--- src/rtl/e1_align_pkg.sv ---
package e1_align_pkg;
  localparam int OCT_BITS_D  = 8;
  localparam int NUM_TS_D    = 32;
  localparam int MF_FRAMES_D = 16;
  localparam int FAS_LEN     = 7;
  localparam int MFAS_LEN    = 4;
  localparam int FAS_TS_D    = 0;
  localparam int SIG_TS_D    = 16;
  localparam logic [FAS_LEN-1:0] FAS_WORD = 7'b0011011;

  typedef enum logic [1:0] {
    BF_HUNT = 2'd0,
    BF_NFAS = 2'd1,
    BF_FAS2 = 2'd2,
    BF_LOCK = 2'd3
  } bf_state_t;

  typedef enum logic {
    MF_SEARCH = 1'b0,
    MF_HOLD   = 1'b1
  } mf_state_t;
endpackage

--- src/rtl/e1_slot_counter.sv ---
module e1_slot_counter #(
  parameter int OCT_BITS = 8,
  parameter int NUM_TS   = 32,
  parameter int FAS_TS   = 0,
  parameter int SIG_TS   = 16,
  parameter int NIB_LEN  = 4,
  localparam int BIT_W   = $clog2(OCT_BITS),
  localparam int TS_W    = $clog2(NUM_TS)
) (
  input  logic             clk,
  input  logic             rst_n,
  input  logic             bit_en,
  input  logic             load,
  output logic [BIT_W-1:0] bit_cnt,
  output logic [TS_W-1:0]  ts_cnt,
  output logic             fas_end,
  output logic             nib_end,
  output logic             frame_start
);
  localparam logic [BIT_W-1:0] BIT_MAX = BIT_W'(OCT_BITS - 1);
  localparam logic [TS_W-1:0]  TS_MAX  = TS_W'(NUM_TS - 1);
  localparam logic [TS_W-1:0]  TS_FAS  = TS_W'(FAS_TS);
  localparam logic [TS_W-1:0]  TS_SIG  = TS_W'(SIG_TS);
  localparam logic [BIT_W-1:0] BIT_NIB = BIT_W'(NIB_LEN - 1);

  logic [BIT_W-1:0] bit_q, bit_d, bit_nx;
  logic [TS_W-1:0]  ts_q, ts_d, ts_nx;

  // position the incoming bit will take
  always_comb begin
    bit_nx = (bit_q == BIT_MAX) ? '0 : bit_q + 1'b1;
    ts_nx  = ts_q;
    if (bit_q == BIT_MAX) ts_nx = (ts_q == TS_MAX) ? '0 : ts_q + 1'b1;
  end

  assign fas_end     = bit_en && (ts_nx == TS_FAS) && (bit_nx == BIT_MAX);
  assign nib_end     = bit_en && (ts_nx == TS_SIG) && (bit_nx == BIT_NIB);
  assign frame_start = bit_en && (ts_nx == '0) && (bit_nx == '0);

  always_comb begin
    bit_d = bit_q;
    ts_d  = ts_q;
    if (load) begin
      bit_d = BIT_MAX;
      ts_d  = TS_FAS;
    end else if (bit_en) begin
      bit_d = bit_nx;
      ts_d  = ts_nx;
    end
  end

  always_ff @(posedge clk or negedge rst_n) begin
    if (!rst_n) begin
      bit_q <= '0;
      ts_q  <= '0;
    end else begin
      bit_q <= bit_d;
      ts_q  <= ts_d;
    end
  end

  assign bit_cnt = bit_q;
  assign ts_cnt  = ts_q;


  idle_hold_chk: assert property (@(posedge clk) disable iff (!rst_n)
    (!bit_en && !load) |=> ($stable(bit_q) && $stable(ts_q)));


  bit_step_chk: assert property (@(posedge clk) disable iff (!rst_n)
    (bit_en && !load && bit_q != BIT_MAX) |=> (bit_q == $past(bit_q) + 1'b1) && $stable(ts_q));


  load_pos_chk: assert property (@(posedge clk) disable iff (!rst_n)
    load |=> (bit_q == BIT_MAX) && (ts_q == TS_FAS));
endmodule

--- src/rtl/e1_basic_framer.sv ---
module e1_basic_framer
  import e1_align_pkg::*;
#(
  parameter int OCT_BITS = 8
) (
  input  logic                clk,
  input  logic                rst_n,
  input  logic                bit_en,
  input  logic                rx_bit,
  input  logic                fas_end,
  output logic                load,
  output logic                locked,
  output logic [OCT_BITS-1:0] win
);
  bf_state_t             st_q, st_d;
  logic [OCT_BITS-2:0]   sh_q, sh_d;
  logic                  fas_ok;
  logic                  nfas_b2;

  // the last octet, oldest bit in the MSB
  assign win     = {sh_q, rx_bit};
  assign fas_ok  = (win[FAS_LEN-1:0] == FAS_WORD);
  assign nfas_b2 = win[OCT_BITS-2];
  assign load    = bit_en && (st_q == BF_HUNT) && fas_ok;
  assign locked  = (st_q == BF_LOCK);

  always_comb begin
    sh_d = sh_q;
    if (bit_en) sh_d = win[OCT_BITS-2:0];
  end

  always_comb begin
    st_d = st_q;
    unique case (st_q)
      BF_HUNT: if (bit_en && fas_ok) st_d = BF_NFAS;
      BF_NFAS: if (fas_end) st_d = nfas_b2 ? BF_FAS2 : BF_HUNT;
      BF_FAS2: if (fas_end) st_d = fas_ok ? BF_LOCK : BF_HUNT;
      default: st_d = BF_LOCK;
    endcase
  end

  always_ff @(posedge clk or negedge rst_n) begin
    if (!rst_n) begin
      st_q <= BF_HUNT;
      sh_q <= '1;
    end else begin
      st_q <= st_d;
      sh_q <= sh_d;
    end
  end


  nfas_reject_chk: assert property (@(posedge clk) disable iff (!rst_n)
    (st_q == BF_NFAS && fas_end && !win[OCT_BITS-2]) |=> (st_q == BF_HUNT));


  lock_entry_chk: assert property (@(posedge clk) disable iff (!rst_n)
    (st_q == BF_LOCK && $past(st_q) != BF_LOCK) |-> ($past(st_q) == BF_FAS2 && $past(fas_end)));


  fas2_reject_chk: assert property (@(posedge clk) disable iff (!rst_n)
    (st_q == BF_FAS2 && fas_end && !fas_ok) |=> (st_q == BF_HUNT));
endmodule

--- src/rtl/e1_mf_aligner.sv ---
module e1_mf_aligner
  import e1_align_pkg::*;
#(
  parameter int MF_FRAMES = 16,
  localparam int MF_W     = $clog2(MF_FRAMES)
) (
  input  logic                clk,
  input  logic                rst_n,
  input  logic                bf_locked,
  input  logic                nib_end,
  input  logic                frame_start,
  input  logic [MFAS_LEN-1:0] nibble,
  output logic                mf_locked,
  output logic [MF_W-1:0]     frm_cnt
);
  mf_state_t        st_q, st_d;
  logic             err_q, err_d;
  logic [MF_W-1:0]  frm_q, frm_d;
  logic             nib_zero;

  assign nib_zero  = (nibble == '0);
  assign mf_locked = (st_q == MF_HOLD);
  assign frm_cnt   = frm_q;

  always_comb begin
    st_d  = st_q;
    err_d = err_q;
    frm_d = frm_q;
    if (!bf_locked) begin
      frm_d = '0;
    end else if (frame_start) begin
      frm_d = frm_q + 1'b1;
    end
    unique case (st_q)
      MF_SEARCH: begin
        if (bf_locked && nib_end && nib_zero) begin
          st_d  = MF_HOLD;
          err_d = 1'b0;
          frm_d = '0;
        end
      end
      default: begin
        if (!bf_locked) begin
          st_d = MF_SEARCH;
        end else if (nib_end && frm_q == '0) begin
          if (nib_zero) begin
            err_d = 1'b0;
          end else if (err_q) begin
            st_d  = MF_SEARCH;
            err_d = 1'b0;
          end else begin
            err_d = 1'b1;
          end
        end
      end
    endcase
  end

  always_ff @(posedge clk or negedge rst_n) begin
    if (!rst_n) begin
      st_q  <= MF_SEARCH;
      err_q <= 1'b0;
      frm_q <= '0;
    end else begin
      st_q  <= st_d;
      err_q <= err_d;
      frm_q <= frm_d;
    end
  end


  lock_frame_chk: assert property (@(posedge clk) disable iff (!rst_n)
    $rose(mf_locked) |-> (frm_q == '0) && $past(nib_end) && $past(bf_locked));


  frm_step_chk: assert property (@(posedge clk) disable iff (!rst_n)
    (bf_locked && frame_start) |=> (frm_q == MF_W'($past(frm_q) + 1'b1)));


  single_err_chk: assert property (@(posedge clk) disable iff (!rst_n)
    (mf_locked && bf_locked && nib_end && frm_q == '0 && !nib_zero && !err_q) |=> mf_locked);


  double_err_chk: assert property (@(posedge clk) disable iff (!rst_n)
    (mf_locked && nib_end && frm_q == '0 && !nib_zero && err_q) |=> !mf_locked);
endmodule

--- src/rtl/e1_frame_aligner.sv ---
module e1_frame_aligner
  import e1_align_pkg::*;
#(
  parameter int OCT_BITS  = OCT_BITS_D,
  parameter int NUM_TS    = NUM_TS_D,
  parameter int MF_FRAMES = MF_FRAMES_D
) (
  input  logic                           clk,
  input  logic                           rst_n,
  input  logic                           bit_en,
  input  logic                           rx_bit,
  output logic [$clog2(OCT_BITS)-1:0]    bit_cnt,
  output logic [$clog2(NUM_TS)-1:0]      ts_cnt,
  output logic [$clog2(MF_FRAMES)-1:0]   frm_cnt,
  output logic                           sync_n,
  output logic                           mfsync_n
);
  logic [1:0]          rst_sync;
  logic                rst_sn;
  logic                load, fas_end, nib_end, frame_start;
  logic                bf_locked, mf_locked;
  logic [OCT_BITS-1:0] win;

  // asynchronous assert, synchronous release
  always_ff @(posedge clk or negedge rst_n) begin
    if (!rst_n) rst_sync <= 2'b00;
    else        rst_sync <= {rst_sync[0], 1'b1};
  end
  assign rst_sn = rst_sync[1];

  e1_slot_counter #(
    .OCT_BITS (OCT_BITS),
    .NUM_TS   (NUM_TS),
    .FAS_TS   (FAS_TS_D),
    .SIG_TS   (SIG_TS_D),
    .NIB_LEN  (MFAS_LEN)
  ) u_pos (
    .clk         (clk),
    .rst_n       (rst_sn),
    .bit_en      (bit_en),
    .load        (load),
    .bit_cnt     (bit_cnt),
    .ts_cnt      (ts_cnt),
    .fas_end     (fas_end),
    .nib_end     (nib_end),
    .frame_start (frame_start)
  );

  e1_basic_framer #(
    .OCT_BITS (OCT_BITS)
  ) u_bf (
    .clk     (clk),
    .rst_n   (rst_sn),
    .bit_en  (bit_en),
    .rx_bit  (rx_bit),
    .fas_end (fas_end),
    .load    (load),
    .locked  (bf_locked),
    .win     (win)
  );

  e1_mf_aligner #(
    .MF_FRAMES (MF_FRAMES)
  ) u_mf (
    .clk         (clk),
    .rst_n       (rst_sn),
    .bf_locked   (bf_locked),
    .nib_end     (nib_end),
    .frame_start (frame_start),
    .nibble      (win[MFAS_LEN-1:0]),
    .mf_locked   (mf_locked),
    .frm_cnt     (frm_cnt)
  );

  assign sync_n   = !bf_locked;
  assign mfsync_n = !mf_locked;


  mf_needs_bf_chk: assert property (@(posedge clk) disable iff (!rst_sn)
    !mfsync_n |-> !sync_n);
endmodule

--- config.mk ---
export PLATFORM = sky130hd
export DESIGN_NAME = e1_frame_aligner
export DESIGN_NICKNAME = d
export VERILOG_FILES = /design/src/rtl/e1_align_pkg.sv /design/src/rtl/e1_slot_counter.sv /design/src/rtl/e1_basic_framer.sv /design/src/rtl/e1_mf_aligner.sv /design/src/rtl/e1_frame_aligner.sv
export SDC_FILE = /design/constraint.sdc
export NUM_CORES = 1
export LEC_CHECK = 0
export ABC_AREA = 1
export BUFFER_PORTS_ARGS = -buffer_cell sky130_fd_sc_hd__buf_2
export CORE_MARGIN = 2
export CORE_UTILIZATION = 40
export CTS_BUF_LIST = sky130_fd_sc_hd__clkbuf_8
export DETAILED_ROUTE_END_ITERATION = 10
export MAX_ROUTING_LAYER = met4
export SYNTH_ARGS = -nofsm -noshare
export SYNTH_HDL_FRONTEND = slang
export SYNTH_HIERARCHICAL = 1
export SYNTH_SLANG_ARGS = --single-unit
export TNS_END_PERCENT = 20
--- constraint.sdc ---
create_clock -name clk -period 1.2 [get_ports clk]
set_input_delay 0.3 -clock clk [delete_from_list [all_inputs] [get_ports clk]]
set_output_delay 0.3 -clock clk [all_outputs]
set_load 0.03 [all_outputs]
## Word level (Yosys, flattened, before mapping)

Cells that the tools add are included.

- Bits in registers: 24
- Logic and storage cells: 75

- Reduce and logical (&&, ||, !) cells: 22
- Multiplexer cells: 28
- $add $sub $neg: 3
- Equal/unequal tests: 14

Operators with widths:

| operator | count |
|---|---|
| $mux W5 | 4 |
| $mux W4 | 4 |
| $logic_and A1 B1 Y1 | 11 |
| $mux W1 | 11 |
| $eq A5 B5 Y1 const B | 2 |
| $mux W2 | 5 |
| $mux W3 | 3 |
| $logic_not A4 Y1 | 2 |
| $ne A2 B2 Y1 const B | 4 |
| $eq A7 B5 Y1 const B | 1 |
| $eq A3 B3 Y1 const B | 2 |
| $pmux W2 S3 | 1 |
| $reduce_and A3 Y1 | 2 |
| $add A5 B1 Y5 const B | 1 |
| $logic_not A5 Y1 | 1 |
| $add A4 B1 Y4 const B | 1 |
| $eq A2 B2 Y1 const B | 2 |
| $reduce_bool A2 Y1 | 2 |
| $add A3 B1 Y3 const B | 1 |
| $eq A3 B2 Y1 const B | 1 |
| $logic_not A3 Y1 | 1 |
| $eq A2 B1 Y1 const B | 1 |
| $logic_not A1 Y1 | 2 |
| $logic_not A2 Y1 | 1 |
| $ne A2 B1 Y1 const B | 1 |

## Logic depth before layout (Yosys ltp)

Gate-level depths: netlist of the first run.

- Depth after elaboration: 10
- Depth in mapped cells: 16
- Mapped depth without buffers: 16

## By module

The synthesis of the first run kept the hierarchy.

By module, submodules not included:

| module | area an instance (sq um) | cells each | instances |
|---|---|---|---|
| e1_slot_counter | 504.2 | 65 | 1 |
| e1_basic_framer | 459.2 | 63 | 1 |
| e1_mf_aligner | 347.8 | 46 | 1 |
| e1_frame_aligner | 61.3 | 5 | 1 |

## Worst setup path after synthesis of the first run

OpenSTA, ideal clock, no wires.

- Path kind: reg2reg
- Start point: reg u_pos.ts_q[1] (netlist: u_pos/ts_cnt[1])
- End point: reg u_mf.frm_q[3] (netlist: u_mf/frm_cnt[3])
- Data required time: 1,081 ps
- Path slack: -1,063 ps
- Cell stages (with the launch flop): 14
- Path buffers: 0
- Arrival: 2,143 ps
- Cells stage by stage: dfrtp_1 ha_1 nand2_1 nor2_1 ha_1 nand2_1 o21ai_0 nor2_1 nand3_2 nor2_1 nand2_1 nor2_2 xnor2_1 nor2_2

- Cells in the longest elaborated chain, start to end: 10

RTL lines:

| item | RTL line | text |
|---|---|---|
| start, declared | e1_slot_counter.sv:27 | `logic [TS_W-1:0] ts_q, ts_d, ts_nx;` |
| start signal, assigned | e1_slot_counter.sv:58 | `ts_q <= ts_d;` |
| $add A5 B1 Y5 or $eq A5 B5 Y1 (tied branches) | e1_slot_counter.sv:33 | `if (bit_q == BIT_MAX) ts_nx = (ts_q == TS_MAX) ? '0 : ts_q + 1'b1;` |
| $mux W5 | e1_slot_counter.sv:33 |  |
| $mux W5 (*) | e1_slot_counter.sv:33 |  |
| $logic_not A5 Y1 (*) | e1_slot_counter.sv:38 | `assign frame_start = bit_en && (ts_nx == '0) && (bit_nx == '0);` |
| $logic_and A1 B1 Y1 (*) (2 in series) | e1_slot_counter.sv:38 |  |
| named net frame_start | e1_frame_aligner.sv:20 | `logic load, fas_end, nib_end, frame_start;` |
| $mux W4 (*) | e1_mf_aligner.sv:31 | `end else if (frame_start) begin` |
| $mux W4 (*) | e1_mf_aligner.sv:29 | `if (!bf_locked) begin` |
| $mux W4 | e1_mf_aligner.sv:36 | `if (bf_locked && nib_end && nib_zero) begin` |
| $mux W4 (*) | e1_mf_aligner.sv:34 | `unique case (st_q)` |
| named net u_mf.frm_d[3] | e1_mf_aligner.sv:18 | `logic [MF_W-1:0] frm_q, frm_d;` |
| end signal, assigned | e1_mf_aligner.sv:67 | `frm_q <= frm_d;` |
| end, declared | e1_mf_aligner.sv:18 |  |

Mark *: on every way through the listed nets, which the timed path passes. The rest lies on a longest branch.
A chain may end at the register's enable or synchronous reset.

## Worst setup path after layout of the first run

- Start point: reg u_pos.ts_q[1] (netlist: u_pos/ts_cnt[1])
- End point: reg u_mf.frm_q[0] (netlist: u_mf/frm_cnt[0])

- Cells in the longest elaborated chain, start to end: 10

RTL lines:

| item | RTL line | text |
|---|---|---|
| $add A5 B1 Y5 or $eq A5 B5 Y1 (tied branches) | e1_slot_counter.sv:33 |  |
| $mux W5 | e1_slot_counter.sv:33 |  |
| $mux W5 (*) | e1_slot_counter.sv:33 |  |
| $eq A5 B5 Y1 (*) | e1_slot_counter.sv:37 | `assign nib_end = bit_en && (ts_nx == TS_SIG) && (bit_nx == BIT_NIB);` |
| $logic_and A1 B1 Y1 (*) (2 in series) | e1_slot_counter.sv:37 |  |
| named net nib_end | e1_frame_aligner.sv:20 |  |
| $logic_and A1 B1 Y1 (*) (2 in series) | e1_mf_aligner.sv:36 |  |
| $mux W4 (*) | e1_mf_aligner.sv:36 |  |
| $mux W4 (*) | e1_mf_aligner.sv:34 |  |
| named net u_mf.frm_d[0] | e1_mf_aligner.sv:18 |  |

Marked as above.

==> results_dict.tcl, run 1 <==
set metrics [dict create \
    postLayoutCoreUtil 0.709 \
    power_switching_share 0.407 \
    vias 1352 \
    die_w_um 61.8 \
    p_int_w 0.00246 \
    avgSynthCellArea_um2 7.63 \
    crit_start "u_pos/ts_cnt[1]" \
    reg2reg_to "u_mf/frm_cnt[0]" \
    vias_per_cell 4.76 \
    hold_violations 0 \
    grt_usage 0.215 \
    critPathMaxFanout 4 \
    dieArea_um2 3820 \
    ir_worst_vdd_mv 1.24 \
    p_leak_nw 1.04 \
    totalWireLength_mm 3.69 \
    hp-class "register to asynchronous set/reset pin" \
    switchingPower_w 0.00169 \
    start_util 0.430 \
    worst_setup_path_end_kind "register" \
    clock_skew_ns 0.00460 \
    die_h_um 61.8 \
    start_kind "register" \
    clkLatencyLatePin_ns 0.27 \
    ant_nets 0 \
    antenna_cells 0 \
    syn-num-nets 186 \
    io_pins 18 \
    crit_required_ns 1.36 \
    grt_antenna_before_repair 0 \
    design.core.area_um2 3100 \
    status "finished with violations" \
    place_ws_ns -0.825 \
    grt_pass1_vias 1356 \
    finalSetupViolCount 24 \
    grt_overflow_total 0 \
    cts_max_level 1 \
    p_comb_frac 0.607 \
    cp.arrival_ns 2.22 \
    p_per_area_nw_per_um2 1890 \
    dp_cells 272 \
    cts_sinks 24 \
    cts.clk_slew.worst_paths_ns 0.09 \
    grt_max_degree 23 \
    dr.pass1.iters 4 \
    r2r_start "u_pos/ts_cnt[1]" \
    period_minus_slack_ns 2.06 \
    worstRegToRegCells 15 \
    yosys_warnings 6 \
    final_layout_size_suffix_gt1_frac 0.521 \
    final-max-slew-violation-count 0 \
    total_power_w 0.00415 \
    synth_area_um2 1340 \
    drt_iter0_markers 48 \
    drc 0 \
    cts_buffers 3 \
    io_buffers 17 \
    gp_congestion 0.889 \
    layout.nets 252 \
    violations "negative setup slack" \
    fmax_mhz 486 \
    r2r_slack_ns -0.86 \
    rows 20 \
    p_seq_frac 0.276 \
    grt_pass1_wl_mm 5.77 \
    maxCapViolCount 0 \
    finalCritPeriodShare 1.72 \
    cp-endpoint "u_mf/frm_cnt[0]" \
    cts.path.max_buffers 2 \
    layout_setup_ws_ns -0.860 \
    rsz0062_at_grt "true" \
    wl_per_cell_um 13.0 \
    area_growth_pct 64.8 \
    path_class "register to register" \
    hpwl_mm 2.33 \
    synthCells 175 \
    stdcell_count 284 \
    clock-root-buffer "clkbuf_8" \
    clockPowerShare 0.117 \
    cts_tree "yes" \
]
[area by class of cell]
class | count | area [um^2]
sequential | 24 | 614
tap | 44 | 55.1
fill | 253 | 903
timing repair buffer | 62 | 533
clock buffer | 3 | 41.3
inverter | 23 | 91.3
clock inverter | 1 | 3.75
multi-input combinational | 127 | 861
[state kept, by name, summed over array words and instances, names as in the netlist]
signal,count
rst_sync,2
u_bf/sh_q,6
u_bf/st_q,2
u_mf/err_q,1
u_mf/frm_cnt,4
u_mf/mf_locked,1
u_pos/bit_cnt,3
u_pos/ts_cnt,5
[worst max-delay path, cell delays in order (launching register included)]
cell	delay [ns]
dfrtp_2	0.40
ha_4	0.15
nand2_4	0.05
nor2_4	0.13
ha_4	0.16
nand2_4	0.07
nand3_4	0.08
nand2_4	0.06
nor2_4	0.15
nand2_2	0.08
nor2_2	0.10
nand2_1	0.07
nor2_2	0.10
nand3_2	0.13
nand2_2	0.15
nor2_1	0.06
[metal layers]
layer / wire length [um] / part of all wire / track usage
met5: 0 / 0 / -
met1: 1540 / 0.42 / 0.254
met2: 1950 / 0.53 / 0.371
met3: 98 / 0.027 / 0.0248
met4: 99 / 0.027 / 0.0851
[worst min path at each step]
stage,startpoint,end,slack [ns],cells past startpoint
after global routing,rst_sync[1],u_pos/bit_cnt[2],0.27,1
final,rst_sync[1],u_pos/bit_cnt[2],0.22,1
after floorplan,rst_n,rst_sync[0],0.004,0
after CTS,rst_sync[1],u_pos/bit_cnt[2],0.23,1
after detailed placement,rst_n,rst_sync[1],0.09,1
after global placement,rst_n,rst_sync[0],0.08,1
[cell usage in the layout (no fill, tap or decap), drive strengths merged]
master / n
buf: 61
nand2: 53
nor2: 28
inv: 24
dfrtp: 18
o21ai: 11
nand3: 11
ha: 7
dfstp: 6
a21oi: 6
clkbuf: 3
o22ai: 3
xnor2: 2
dlygate4sd3: 1
conb: 1
xor2: 1
nand3b: 1
a211oi: 1
o31ai: 1
a31oi: 1
[power groups by stage]
stage / registers (W) / clock network (W) / logic, W
6_report: 0.00115 / 0.000487 / 0.00252
5_1_grt: 0.00117 / 0.000542 / 0.00268
4_1_cts: 0.00111 / 0.000514 / 0.00197
3_5_place_dp: 0.00112 / 0 / 0.00166
3_3_place_gp: 0.00111 / 0 / 0.00163
2_1_floorplan: 0.00140 / 0 / 0.000614
[through the flow]
| step | TNS [ns] | area [um^2] | hold WS [ns] |
|---|---|---|---|
| 6_report | -8.89 | 2200 | 0.216 |
| 3_5_place_dp | -7.47 | 1790 | 0.0878 |
| 3_3_place_gp | -6.95 | 1790 | 0.0846 |
| 2_1_floorplan | -6.53 | 1380 | 0.00441 |
| 4_1_cts | -7.87 | 2000 | 0.228 |
| 5_1_grt | -10.53 | 2200 | 0.266 |
[what timing repair did]
item / CTS / global route
gates resized for setup: 44 / 46
hold buffers: 1 / 0
pin swaps: 7 / 12
setup endpoints to repair: 27 / 29
cloned: 0 / 0
buffers inserted: 3 / 4
hold endpoints to repair: 2 / 0
Power figures use the tool's default switching activity.
==> run 2, diff against run 1 <==
--- a/config.mk
+++ b/config.mk
@@ -9,8 +9,8 @@
 export BUFFER_PORTS_ARGS = -buffer_cell sky130_fd_sc_hd__buf_2
 export CORE_MARGIN = 2
 export CORE_UTILIZATION = 40
-export CTS_BUF_LIST = sky130_fd_sc_hd__clkbuf_8
 export DETAILED_ROUTE_END_ITERATION = 10
+export GPL_ROUTABILITY_DRIVEN = 0
 export MAX_ROUTING_LAYER = met4
 export SYNTH_ARGS = -nofsm -noshare
 export SYNTH_HDL_FRONTEND = slang
==> results_dict.tcl, run 2 (synthesized netlist as in run 1, its figures left out) <==
set metrics [dict create \
    status "finished with violations" \
    violations "negative setup slack" \
    worst_setup_path_end_kind "register" \
    rsz0062_at_grt "true" \
    crit_required_ns 1.42 \
    worstRegToRegCells 15 \
    slowest_delay_ns 0.42 \
    crit_start "u_pos/ts_cnt[1]" \
    clock-root-buffer "clkbuf_4" \
    r2r_slack_ns -0.84 \
    path_class "register to register" \
    design.core.area_um2 3100 \
    dieArea_um2 3820 \
    grt_overflow_total 0 \
    grt_max_degree 23 \
    layout_setup_ws_ns -0.841 \
    drc 0 \
    ant_nets 0 \
    vias_per_cell 4.81 \
    min_from "rx_bit" \
    layout_commonest_cell "nand2_1" \
    cp.arrival_ns 2.26 \
    die_h_um 61.8 \
    postLayoutCoreUtil 0.692 \
    crit_chain "ha_4 > nand2_2 > nor2_2 > ha_4 > nand2_4 > nand3_4 > nand2_2 > nor2_4 > nand2_2 > nor2_2 > nand2_1 > nor2_2 > nand3_2 > nand2_4 > nor2_2" \
    die_w_um 61.8 \
    period_minus_slack_ns 2.04 \
    final_layout_size_suffix_gt1_frac 0.521 \
    finalSetupViolCount 28 \
    final_cell_mix "nand2_1 (40), buf_4 (37), buf_6 (21), inv_1 (17), nor2_1 (14)" \
    maxCapViolCount 0 \
    cts.clk_slew.worst_paths_ns 0.14 \
    grt_antenna_before_repair 0 \
    n_fill_cell 269 \
    r2r_start "u_pos/ts_cnt[1]" \
    final-max-slew-violation-count 0 \
    largest_register_ffs 6 \
    totalWireLength_mm 3.52 \
    cts_max_level 1 \
    finalCritPeriodShare 1.70 \
    total_power_w 0.00385 \
    p_per_area_nw_per_um2 1790 \
    cts_buffers 3 \
    area_growth_pct 60.9 \
    hpwl_mm 2.33 \
    grt_pass1_vias 1356 \
    p_leak_nw 1.00 \
    grt_usage 0.211 \
    layout.nets 252 \
    critPathMostFrequentCell "nor2_2" \
    start_kind "register" \
    ir_worst_vdd_mv 1.19 \
    antenna_cells 0 \
    drt_iter0_markers 51 \
    wl_per_cell_um 12.4 \
    io_buffers 17 \
    vias 1365 \
    critPathMaxFanout 4 \
    start_util 0.430 \
    cts_sinks 24 \
    top_register "u_bf/sh_q" \
    fmax_mhz 490 \
    hold_violations 0 \
    dr.pass1.iters 4 \
    grt_pass1_wl_mm 5.73 \
    io_pins 18 \
    hold_path_depth 3 \
    cts.path.max_buffers 2 \
    cts_tree "yes" \
    slowest_stage "dfrtp_2" \
    clkLatencyLatePin_ns 0.32 \
    hp-class "input port to register" \
    clock_skew_ns 0.00961 \
    rows 20 \
    tns_ns -9.31 \
]
[run 2: cell count changes in the layout (fill, tap and decap cells not counted), sizes merged]
cell    change
clkbuf      +1
inv         -1
[run 2: stage by stage]
step | instances | area (um^2) | hold slack, ns | worst slack (ns)
after floorplan | 175 | 1380 | 0.00441 | -0.818
after global placement | 272 | 1790 | 0.0846 | -0.812
after detailed placement | 272 | 1790 | 0.0878 | -0.825
after CTS | 280 | 1990 | 0.185 | -0.790
after global routing | 284 | 2150 | 0.214 | -0.947
final | 284 | 2150 | 0.195 | -0.841
[run 2: path summary, 6_finish.rpt]
check                                   endpoint
worst min register to register  u_pos/bit_cnt[2]
worst min-delay path                u_bf/sh_q[0]
min in group asynchronous       u_pos/bit_cnt[2]
max in group asynchronous           u_bf/sh_q[2]
worst max register to register   u_mf/frm_cnt[1]
worst max-delay path             u_mf/frm_cnt[1]
[run 2: where the power goes]
| part | internal (W) | switching (W) |
|---|---|---|
| combinational | 0.00117 | 0.00117 |
| sequential | 0.000991 | 0.000146 |
| clock | 0.000130 | 0.000250 |
[run 2: layout make-up]
class                      instances  area (um^2)  share of cell area
sequential                        24          614               0.286
clock buffer                       4         26.3              0.0122
multi-input combinational        127          825               0.384
timing repair buffer              62          539               0.251
inverter                          23         88.8              0.0414
tap                               44         55.1              0.0256
[run 2: metal layers]
metal / track usage / vias to the layer above / part of all wire
met5: - / - / 0
met4: 0.0669 / 0 / 0.023
met3: 0.0248 / 10 / 0.024
met2: 0.376 / 24 / 0.53
met1: 0.248 / 650 / 0.43
li1: - / 681 / -
[run 2: worst max-delay path, delay by kind of cell, from the launching register on]
family	cells	cell delay, ns
flip-flops	1	0.42
AND/OR/NAND/NOR	13	1.22
adder cells (fa/ha/maj)	2	0.30
[run 2: what timing repair did]
item,4_1_cts,5_1_grt
gates cloned,0,0
setup buffers,3,4
endpoints found under the hold margin,2,0
setup endpoints to repair,30,30
hold buffers,1,0
resized for setup,48,36
pin swaps,7,21
==> run 3, diff against run 2 <==
--- a/config.mk
+++ b/config.mk
@@ -7,6 +7,7 @@
 export LEC_CHECK = 0
 export ABC_AREA = 1
 export BUFFER_PORTS_ARGS = -buffer_cell sky130_fd_sc_hd__buf_2
+export CORE_ASPECT_RATIO = 0.7
 export CORE_MARGIN = 2
 export CORE_UTILIZATION = 40
 export DETAILED_ROUTE_END_ITERATION = 10
==> results_dict.tcl, run 3 (synthesized netlist as in run 1, its figures left out) <==
set metrics [dict create \
    layout_commonest_cell "buf_4" \
    dr.pass1.iters 5 \
    crit_chain "ha_4 > nand2_2 > nor2_2 > ha_2 > nand2_4 > nand2_2 > nor2_2 > nor2_4 > nand2_2 > nor2_4 > nand2_1 > nor2_1 > nand3_2 > nand2_4 > nor2_1" \
    period_minus_slack_ns 2.07 \
    p_comb_frac 0.580 \
    cts.clk_slew.worst_paths_ns 0.09 \
    antenna_cells 0 \
    rsz0062_at_grt "true" \
    final_cell_mix "buf_4 (48), nand2_1 (41), inv_1 (18), buf_6 (18), nor2_1 (15)" \
    p_per_area_nw_per_um2 1930 \
    postLayoutCoreUtil 0.715 \
    die_h_um 52.3 \
    cts_tree "yes" \
    critPathMaxFanout 4 \
    crit_start "u_pos/ts_cnt[1]" \
    multi_input_area_um2 851 \
    layout.nets 261 \
    start_util 0.421 \
    final_layout_size_suffix_gt1_frac 0.534 \
    vias 1437 \
    finalCritPeriodShare 1.72 \
    slowest_delay_ns 0.40 \
    hp-class "register to asynchronous set/reset pin" \
    power_switching_share 0.386 \
    grt_pass1_wl_mm 6.27 \
    hold_violations 0 \
    finalSetupViolCount 24 \
    cts.path.max_buffers 2 \
    dieArea_um2 3820 \
    p_int_w 0.00268 \
    crit_required_ns 1.36 \
    drc 0 \
    slowest_stage "dfrtp_2" \
    layout_setup_ws_ns -0.865 \
    grt_max_degree 23 \
    p_seq_frac 0.257 \
    seq_area_um2 613 \
    drt_iter0_markers 59 \
    maxCapViolCount 0 \
    switchingPower_w 0.00169 \
    design.core.area_um2 3170 \
    cts_buffers 3 \
    status "finished with violations" \
    cts_sinks 24 \
    totalWireLength_mm 4.12 \
    start_kind "register" \
    io_buffers 17 \
    cts_max_level 1 \
    clock-root-buffer "clkbuf_8" \
    violations "negative setup slack" \
    tns_ns -10.06 \
    die_w_um 73.1 \
    hpwl_mm 2.44 \
    clkLatencyLatePin_ns 0.27 \
    path_class "register to register" \
    r2r_start "u_pos/ts_cnt[1]" \
    final-max-slew-violation-count 0 \
    ant_nets 0 \
    grt_overflow_total 0 \
    worst_setup_path_end_kind "register" \
    wl_per_cell_um 14.4 \
    critPathMostFrequentCell "nand2_2" \
    grt_usage 0.218 \
    grt_antenna_before_repair 0 \
    largest_register_ffs 6 \
    grt_pass1_vias 1419 \
    n_fill_cell 222 \
    clock_skew_ns 0.00241 \
    top_register "u_bf/sh_q" \
    fmax_mhz 484 \
    p_leak_nw 1.08 \
    rows 17 \
    ir_worst_vdd_mv 0.974 \
    cp.arrival_ns 2.23 \
    io_pins 18 \
    area_growth_pct 69.6 \
    clockPowerShare 0.163 \
    vias_per_cell 5.01 \
]
run 3: cell types whose count changed in the layout (fill, tap and decap cells not counted), moves of 2 or more:
cell      previous run  this run
buf_4               37        48
o21ai_2              3         1
nor2_2              11         8
nor2_4               3         5
clkbuf_4             3         0
ha_2                 0         2
nand3_4              1         3
nand3_1              6         4
buf_6               21        18
ha_4                 4         2
clkbuf_8             0         3
run 3: stage by stage:
step / total power [W] / std cells / worst slack, ns / hold WS, ns / instance area (um^2)
2_1_floorplan: 0.00201 / 175 / -0.818 / 0.00441 / 1380
3_3_place_gp: 0.00273 / 270 / -0.835 / 0.0844 / 1810
3_5_place_dp: 0.00277 / 270 / -0.845 / 0.0882 / 1810
4_1_cts: 0.00397 / 285 / -0.787 / 0.238 / 2140
5_1_grt: 0.00460 / 287 / -0.969 / 0.275 / 2260
6_report: 0.00437 / 287 / -0.865 / 0.215 / 2260
run 3: layout make-up:
| cell class | instances | area share |
|---|---|---|
| Multi-Input combinational cell | 127 | 0.376 |
| Clock inverter | 1 | 0.0133 |
| Clock buffer | 3 | 0.0182 |
| Inverter | 23 | 0.0392 |
| Timing Repair Buffer | 71 | 0.262 |
| Sequential cell | 24 | 0.271 |
| Tap cell | 38 | 0.0210 |
run 3: critical path, delay by kind of cell, from the launching register on:
kind | cells | cell delay [ns]
adders and majority gates | 2 | 0.36
DFF | 1 | 0.40
and+or+nand+nor | 13 | 1.20
run 3: worst paths after layout:
kind	slack, ns	depth (start not counted)	endpoint
max	-0.87	15	u_mf/frm_cnt[1]
min	0.22	1	u_mf/frm_cnt[0]
max reg2reg	-0.87	15	u_mf/frm_cnt[1]
min reg2reg	0.22	1	u_mf/frm_cnt[0]
max in group asynchronous	0.70	1	u_bf/sh_q[5]
min in group clk	0.36	4	u_bf/sh_q[0]
run 3: routing by layer:
metal | routed length [um] | global-route usage | part of all wire
met1 | 1730 | 0.275 | 0.42
met2 | 2080 | 0.369 | 0.50
met3 | 190 | 0.0462 | 0.046
met4 | 123 | 0.0370 | 0.030
met5 | 0 | - | 0
run 3: repair_timing:
item                                    CTS  global route
resized for setup                        51            32
endpoints found under the setup margin   26            30
endpoints found under the hold margin     2             0
pin swaps                                13             6
cloned                                    0             0
setup buffers                            10             2
hold buffers                              1             0
run 3: power groups by stage:
stage          sequential (W)  combinational, W  clock [W]
2_1_floorplan         0.00140          0.000614          0
3_3_place_gp          0.00112           0.00161          0
3_5_place_dp          0.00113           0.00164          0
4_1_cts               0.00112           0.00212   0.000734
5_1_grt               0.00114           0.00270   0.000766
6_report              0.00112           0.00253   0.000712
